`config.mk`:
```
export PLATFORM = sky130hd
export DESIGN_NAME = trig_match
export DESIGN_NICKNAME = d
export VERILOG_FILES = /design/src/rtl/trig_match.sv
export SDC_FILE = /design/constraint.sdc
export NUM_CORES = 1
export LEC_CHECK = 0
export ABC_AREA = 1
export CAP_MARGIN = 40
export CORE_MARGIN = 3
export CORE_UTILIZATION = 40
export CTS_CLUSTER_DIAMETER = 30
export CTS_CLUSTER_SIZE = 16
export DETAILED_ROUTE_END_ITERATION = 10
export DONT_BUFFER_PORTS = 1
export PLACE_DENSITY = 0.58
export SLEW_MARGIN = 20
export SYNTH_ARGS = -nofsm -noshare
export SYNTH_HDL_FRONTEND = slang
export SYNTH_SLANG_ARGS = --single-unit
```
`constraint.sdc`:
```
create_clock -name clk -period 1.1 [get_ports clk]
set_input_delay 0.165 -clock clk [delete_from_list [all_inputs] [get_ports clk]]
set_output_delay 0.165 -clock clk [all_outputs]
set_load 0.01 [all_outputs]
```
`src/rtl/trig_match.sv`:
```
module trig_match #(
  parameter int NCH = 32,
  parameter int STW = 32
) (
  input  logic           clk,
  input  logic           rst_n,
  input  logic           arm,
  input  logic           smp_vld,
  input  logic [NCH-1:0] smp,
  input  logic           pol_we,
  input  logic [NCH-1:0] pol_wd,
  input  logic           mode_we,
  input  logic [NCH-1:0] mode_wd,
  input  logic           mask_we,
  input  logic [NCH-1:0] mask_wd,
  output logic           trig_pulse,
  output logic           triggered,
  output logic [STW-1:0] stat_o
);

  logic [NCH-1:0] pol_q, mode_q, mask_q, prev_q;
  logic armed_q, hp_q, trg_q, pulse_q;

  wire take = armed_q & smp_vld & ~arm;
  wire [NCH-1:0] lvl_ok = ~(smp ^ pol_q);
  wire [NCH-1:0] edg_ok = {NCH{hp_q}} & (smp ^ prev_q) & lvl_ok;
  wire [NCH-1:0] ch_ok  = (mode_q & edg_ok) | (~mode_q & lvl_ok);
  wire hit = &(ch_ok | ~mask_q);

  always_ff @(posedge clk or negedge rst_n) begin
    if (!rst_n) begin
      pol_q   <= '0;
      mode_q  <= '0;
      mask_q  <= '0;
      prev_q  <= '0;
      armed_q <= 1'b0;
      hp_q    <= 1'b0;
      trg_q   <= 1'b0;
      pulse_q <= 1'b0;
    end else begin
      if (pol_we)  pol_q  <= pol_wd;
      if (mode_we) mode_q <= mode_wd;
      if (mask_we) mask_q <= mask_wd;
      pulse_q <= 1'b0;
      if (arm) begin
        armed_q <= 1'b1;
        hp_q    <= 1'b0;
        trg_q   <= 1'b0;
      end else if (take) begin
        prev_q <= smp;
        hp_q   <= 1'b1;
        if (hit) begin
          pulse_q <= 1'b1;
          trg_q   <= 1'b1;
          armed_q <= 1'b0;
        end
      end
    end
  end

  assign trig_pulse = pulse_q;
  assign triggered  = trg_q;
  assign stat_o     = {{(STW-2){1'b0}}, trg_q, armed_q};

  AST_PULSE_SINGLE: assert property (@(posedge clk) disable iff (!rst_n)
    trig_pulse |=> !trig_pulse);
  AST_PULSE_NEEDS_ARMED: assert property (@(posedge clk) disable iff (!rst_n)
    trig_pulse |-> $past(armed_q & smp_vld & ~arm));
  AST_PULSE_SETS_FLAG: assert property (@(posedge clk) disable iff (!rst_n)
    trig_pulse |-> triggered);
  AST_ARM_CLEARS_FLAG: assert property (@(posedge clk) disable iff (!rst_n)
    arm |=> (!triggered && stat_o[0]));
  AST_FLAG_STICKY: assert property (@(posedge clk) disable iff (!rst_n)
    (triggered && !arm) |=> triggered);
  AST_EMPTY_MASK_FIRES: assert property (@(posedge clk) disable iff (!rst_n)
    (take && mask_q == '0) |=> trig_pulse);

endmodule

```
# After elaboration in Yosys (flattened, before gate mapping)
# Cells that the tools add are included.
# op_classes
n_div	0
mux	11
reduce_logical	5
bitwise	14
n_mul	0
shift	0
n_eq_ne	0
n_lt_le_gt_ge	0
add_sub_neg	0
# ops
operator	count
bitwise AND 32 bit	4
NOT 32 bit	3
OR 32 bit	2
XOR 32 bit	2
AND reduction 32 bit	1
2-to-1 mux 1 bit	11
AND reduction 2 bit	2
nonzero test 2 bit	2
bitwise AND 1 bit	2
NOT 1 bit	1
# totals
ram_bits	0
rom_bits	0
elab_cells	38
latch_bits	0
output_inout_bits	34
ff_bits	132
memories	0

# Longest topological paths before layout
# logic_depth
word_depth	10
depth_mapped	12
ltp_nobuf	12

# Least setup slack after synthesis
# OpenSTA, ideal clock, no wires.
# synth_timing
path_kind	register to register
from	register hp_q
to	register armed_q
setup_slack_ns	-0.114
t_arrival_ns	1.091
stages_incl_launch_ff	11
synth_period_minus_slack_ns	1.214
path_cell_list	dfrtp_1 > buf_2 > nand2_1 > nand2_1 > nand3_1 > nand3_1 > nand2_1 > nor2_1 > nand2_1 > nor2_1 > a21oi_1
# synth_via
elab_chain_cells	8
# synth_lines
element	line_no	text
from (decl)	22	logic armed_q, hp_q, trg_q, pulse_q;
from (signal assigned)	37	hp_q <= 1'b0;
from (signal assigned)	47	hp_q <= 1'b0;
from (signal assigned)	51	hp_q <= 1'b1;
bitwise AND 32 bit (2 in series)	26	wire [NCH-1:0] edg_ok = {NCH{hp_q}} & (smp ^ prev_q) & lvl_ok;
bitwise AND 32 bit	27	wire [NCH-1:0] ch_ok = (mode_q & edg_ok) | (~mode_q & lvl_ok);
OR 32 bit	27	
OR 32 bit	28	wire hit = &(ch_ok | ~mask_q);
AND reduction 32 bit	28	
nonzero test 2 bit (no source line)	--	
AND reduction 2 bit (no source line)	--	
to (signal assigned)	36	armed_q <= 1'b0;
to (signal assigned)	46	armed_q <= 1'b1;
to (signal assigned)	55	armed_q <= 1'b0;
to (decl)	22	
# Every way passes these cells.
# A chain may end at the register's enable or synchronous reset.

# Worst setup path after layout
# layout_timing
from	register hp_q
to	register trg_q (netlist: triggered)
# layout_via
elab_chain_cells	8
# layout_lines
element	line_no	text
bitwise AND 32 bit (2 in series)	26	
bitwise AND 32 bit	27	
OR 32 bit	27	
OR 32 bit	28	
AND reduction 32 bit	28	
nonzero test 2 bit (no source line)	--	
AND reduction 2 bit (no source line)	--	
to (signal assigned)	38	trg_q <= 1'b0;
to (signal assigned)	48	trg_q <= 1'b0;
to (signal assigned)	54	trg_q <= 1'b1;
to (decl)	22	
# Every way passes these cells.

==> flow_summary.ini <==
[critical_path]
worst-path-max-fanout = 7
crit_path_start = hp_q$_DFFE_PN0P_
critical-path-top-delay-family = simple AND/OR/NAND/NOR gates
path_common_cell = nand2_1
worstPathRequired_ps = 1460
cp_cell_sequence = buf_4, o21ai_0, nand2_1, nand2_1, nand2_1, nand3_1, nor2_1, nand2_1, nor2_2, nand2_1, nand2_1
critical_path_class = reg -> reg
rrSetupSlack_ps = -380
max_stage_delay_ps = 430
reg2reg_to = triggered$_DFFE_PN0P_
crit_end = triggered$_DFFE_PN0P_
end_kind = flop
cp_num_buf_inv = 1
rr_startpoint = hp_q$_DFFE_PN0P_
cp.depth = 11
slowest_stage = dfrtp_2
startpoint_type = flop
arrival_ps = 1840
ff2ff_path_depth = 11

[timing]
setup_viol = 6
whs_ps = -561
fin_ws_ps = -385
rsz0062_at_grt = yes
max_freq_mhz = 674
fin_setup_tns_ps = -1260
period_share = 1.35
hold_viol = 228
fin_skew_ps = 5.86
drv_slew = 0
fin_crit_ps = 1480

[run_status]
outcome = finished, violations left
violations = hold timing, setup timing

[routing]
postRouteAntennaNets = 0
drt_pass1_iterations = 5
wl_per_cell_um = 15.8
wirelength_mm = 16.9
via_per_inst = 4.88
route.detailed.drc = 0
drt_iter0_drc = 346
vias = 5226

[logic_synthesis]
yosysMostFrequentCell = nand2_1
syn_avg_cell_area_um2 = 8.71
yosys_warnings = 0
synth_cell_types = 16
synth-seq-area-share = 0.521
ys.flop_type = dfrtp_1
synthDominantCellAreaShare = 0.521
synthTopCellsByArea = dfrtp_1 (52%), nand2_1 (18%), mux2_2 (12%)
netlist_area_um2 = 6350
ys_top_cells_by_count = nand2_1 (300), dfrtp_1 (132), o21ai_0 (76)
syn_inst = 729
yosys.area.top_type = dfrtp_1
ys_ff_latch = 132
ys_async_sr_fraction = 1.00
synth_edf_count = 0

[die]
die_h_um = 132
start_util = 0.413
die_x_um = 132
die_area_um2 = 17400
ioPinCount = 169
coreArea_um2 = 15400
rows = 45

[clocking]
clock-sinks = 132
cts_max_level = 4
clk_pin_slew_ps = 60
clock_latency_ps = 420
numCtsBuffers = 17
cts_hold_buf = 102
root_buffer = clkbuf_16
cts_tree = built
cts_buffer_depth = 2

[layout]
seq_area_um2 = 3300
stdcell_count = 1072
drive_gt1_frac = 0.153
multi_input_area_um2 = 2660
n_fill_cell = 1371
antenna_cells = 0
syn_to_final_growth_pct = 29.8
nNetsFinal = 983

[power]
p_per_area_nw_per_um2 = 1560
power_leakage_uw = 0.00398
vdd_drop_max_mv = 1.50

[global_route]
grt_start_max_net_pins = 133
antenna_found_initial = 0
grt_first_pass_wirelength_mm = 27.3
grt_pass1_vias = 5332
grt-ovfl-total = 0
grt_usage = 0.197

[placed_design]
pre_cts_ws_ps = -552
dp_hpwl_mm = 10.9
place_inst = 934
gp_congestion = 0.798
io_buffer_count = 0

[hold_path]
hold_class = in -> async

[run]
drv_cap = 0
## worst min path at each step
stage	startpoint	slack, ps	to
2_1_floorplan	rst_n	-130	armed_q$_DFFE_PN0P_
3_3_place_gp	rst_n	-130	mode_q[7]$_DFFE_PN0P_
3_5_place_dp	rst_n	-130	pol_q[3]$_DFFE_PN0P_
4_1_cts	rst_n	-580	mode_q[0]$_DFFE_PN0P_
5_1_grt	rst_n	-590	mode_q[15]$_DFFE_PN0P_
6_report	rst_n	-560	pol_q[3]$_DFFE_PN0P_
## routing by layer
metal,global-route usage,share of wire
met1,0.251,0.42
met3,0.0683,0.081
met5,0,0
met2,0.317,0.48
met4,0.0648,0.017
## worst reg2reg max path: cells and delay by family (launching register included)
kind	cells	cell delay (ps)
DFF	1	430
buffers and inverters	1	180
AOI/OAI and AO/OA	1	90
and+or+nand+nor	9	730
## sequential cells by signal, indices dropped and copies added (netlist names)
register	count
trig_pulse	1
prev_q	32
mask_q	32
hp_q	1
pol_q	32
mode_q	32
armed_q	1
triggered	1
## layout make-up
type                            instances  area share
Clock inverter                         11      0.0128
Tap cell                              211      0.0320
Multi-Input combinational cell        524       0.323
Timing Repair Buffer                  127       0.154
Sequential cell                       132       0.401
Clock buffer                           21      0.0559
Inverter                               46      0.0213
## report_power, final
group / internal [uW] / switching, uW
Clock: 3230 / 2150
Combinational: 939 / 772
Sequential: 5360 / 379
Total: 9530 / 3300
## stage by stage
stage	area (um2)	power (uW)	utilization
floorplan	6460	6890	-
global placement	6530	7070	0.425
detailed placement	6530	7150	0.425
CTS	8170	12900	0.531
global route	8240	13500	0.536
finish	8240	12800	0.536
## layout by cell type, fill, tap and decap left out
master / count
inv_1: 44
nor2_4: 1
a21oi_1: 1
conb_1: 30
o21bai_1: 1
inv_2: 1
bufinv_16: 1
clkbuf_1: 2
clkinv_2: 2
o21ai_0: 70
o21ai_1: 4
buf_4: 16
dlygate4sd3_1: 102
nor2_2: 1
clkinv_4: 4
nor2_1: 10
nand2_2: 2
mux2_2: 67
buf_2: 1
clkbuf_8: 2
nand2_1: 298
clkinvlp_4: 4
nand3_4: 1
buf_6: 4
dfrtp_1: 131
inv_4: 1
buf_8: 2
mux2_1: 2
dfrtp_2: 1
clkbuf_16: 18
nand3_1: 34
buf_12: 1
o21ai_2: 2
## repair_timing
action                                 CTS  global route
gates cloned                             1             1
pin swaps                                5             7
resized for setup                       13            15
setup endpoints to repair                7            32
endpoints found under the hold margin  263           228
buffers inserted                         3             0
## logic make-up after synthesis
kind of cell,Yosys count,synth area share
AO/OA/AOI/OAI,78,0.0619
buffers and inverters,102,0.0820
AND/OR/NAND/NOR,347,0.213
multiplexers,69,0.122
other,1,0.000591
flip-flops,132,0.521
No activity file was read; power rests on OpenSTA's default activity.
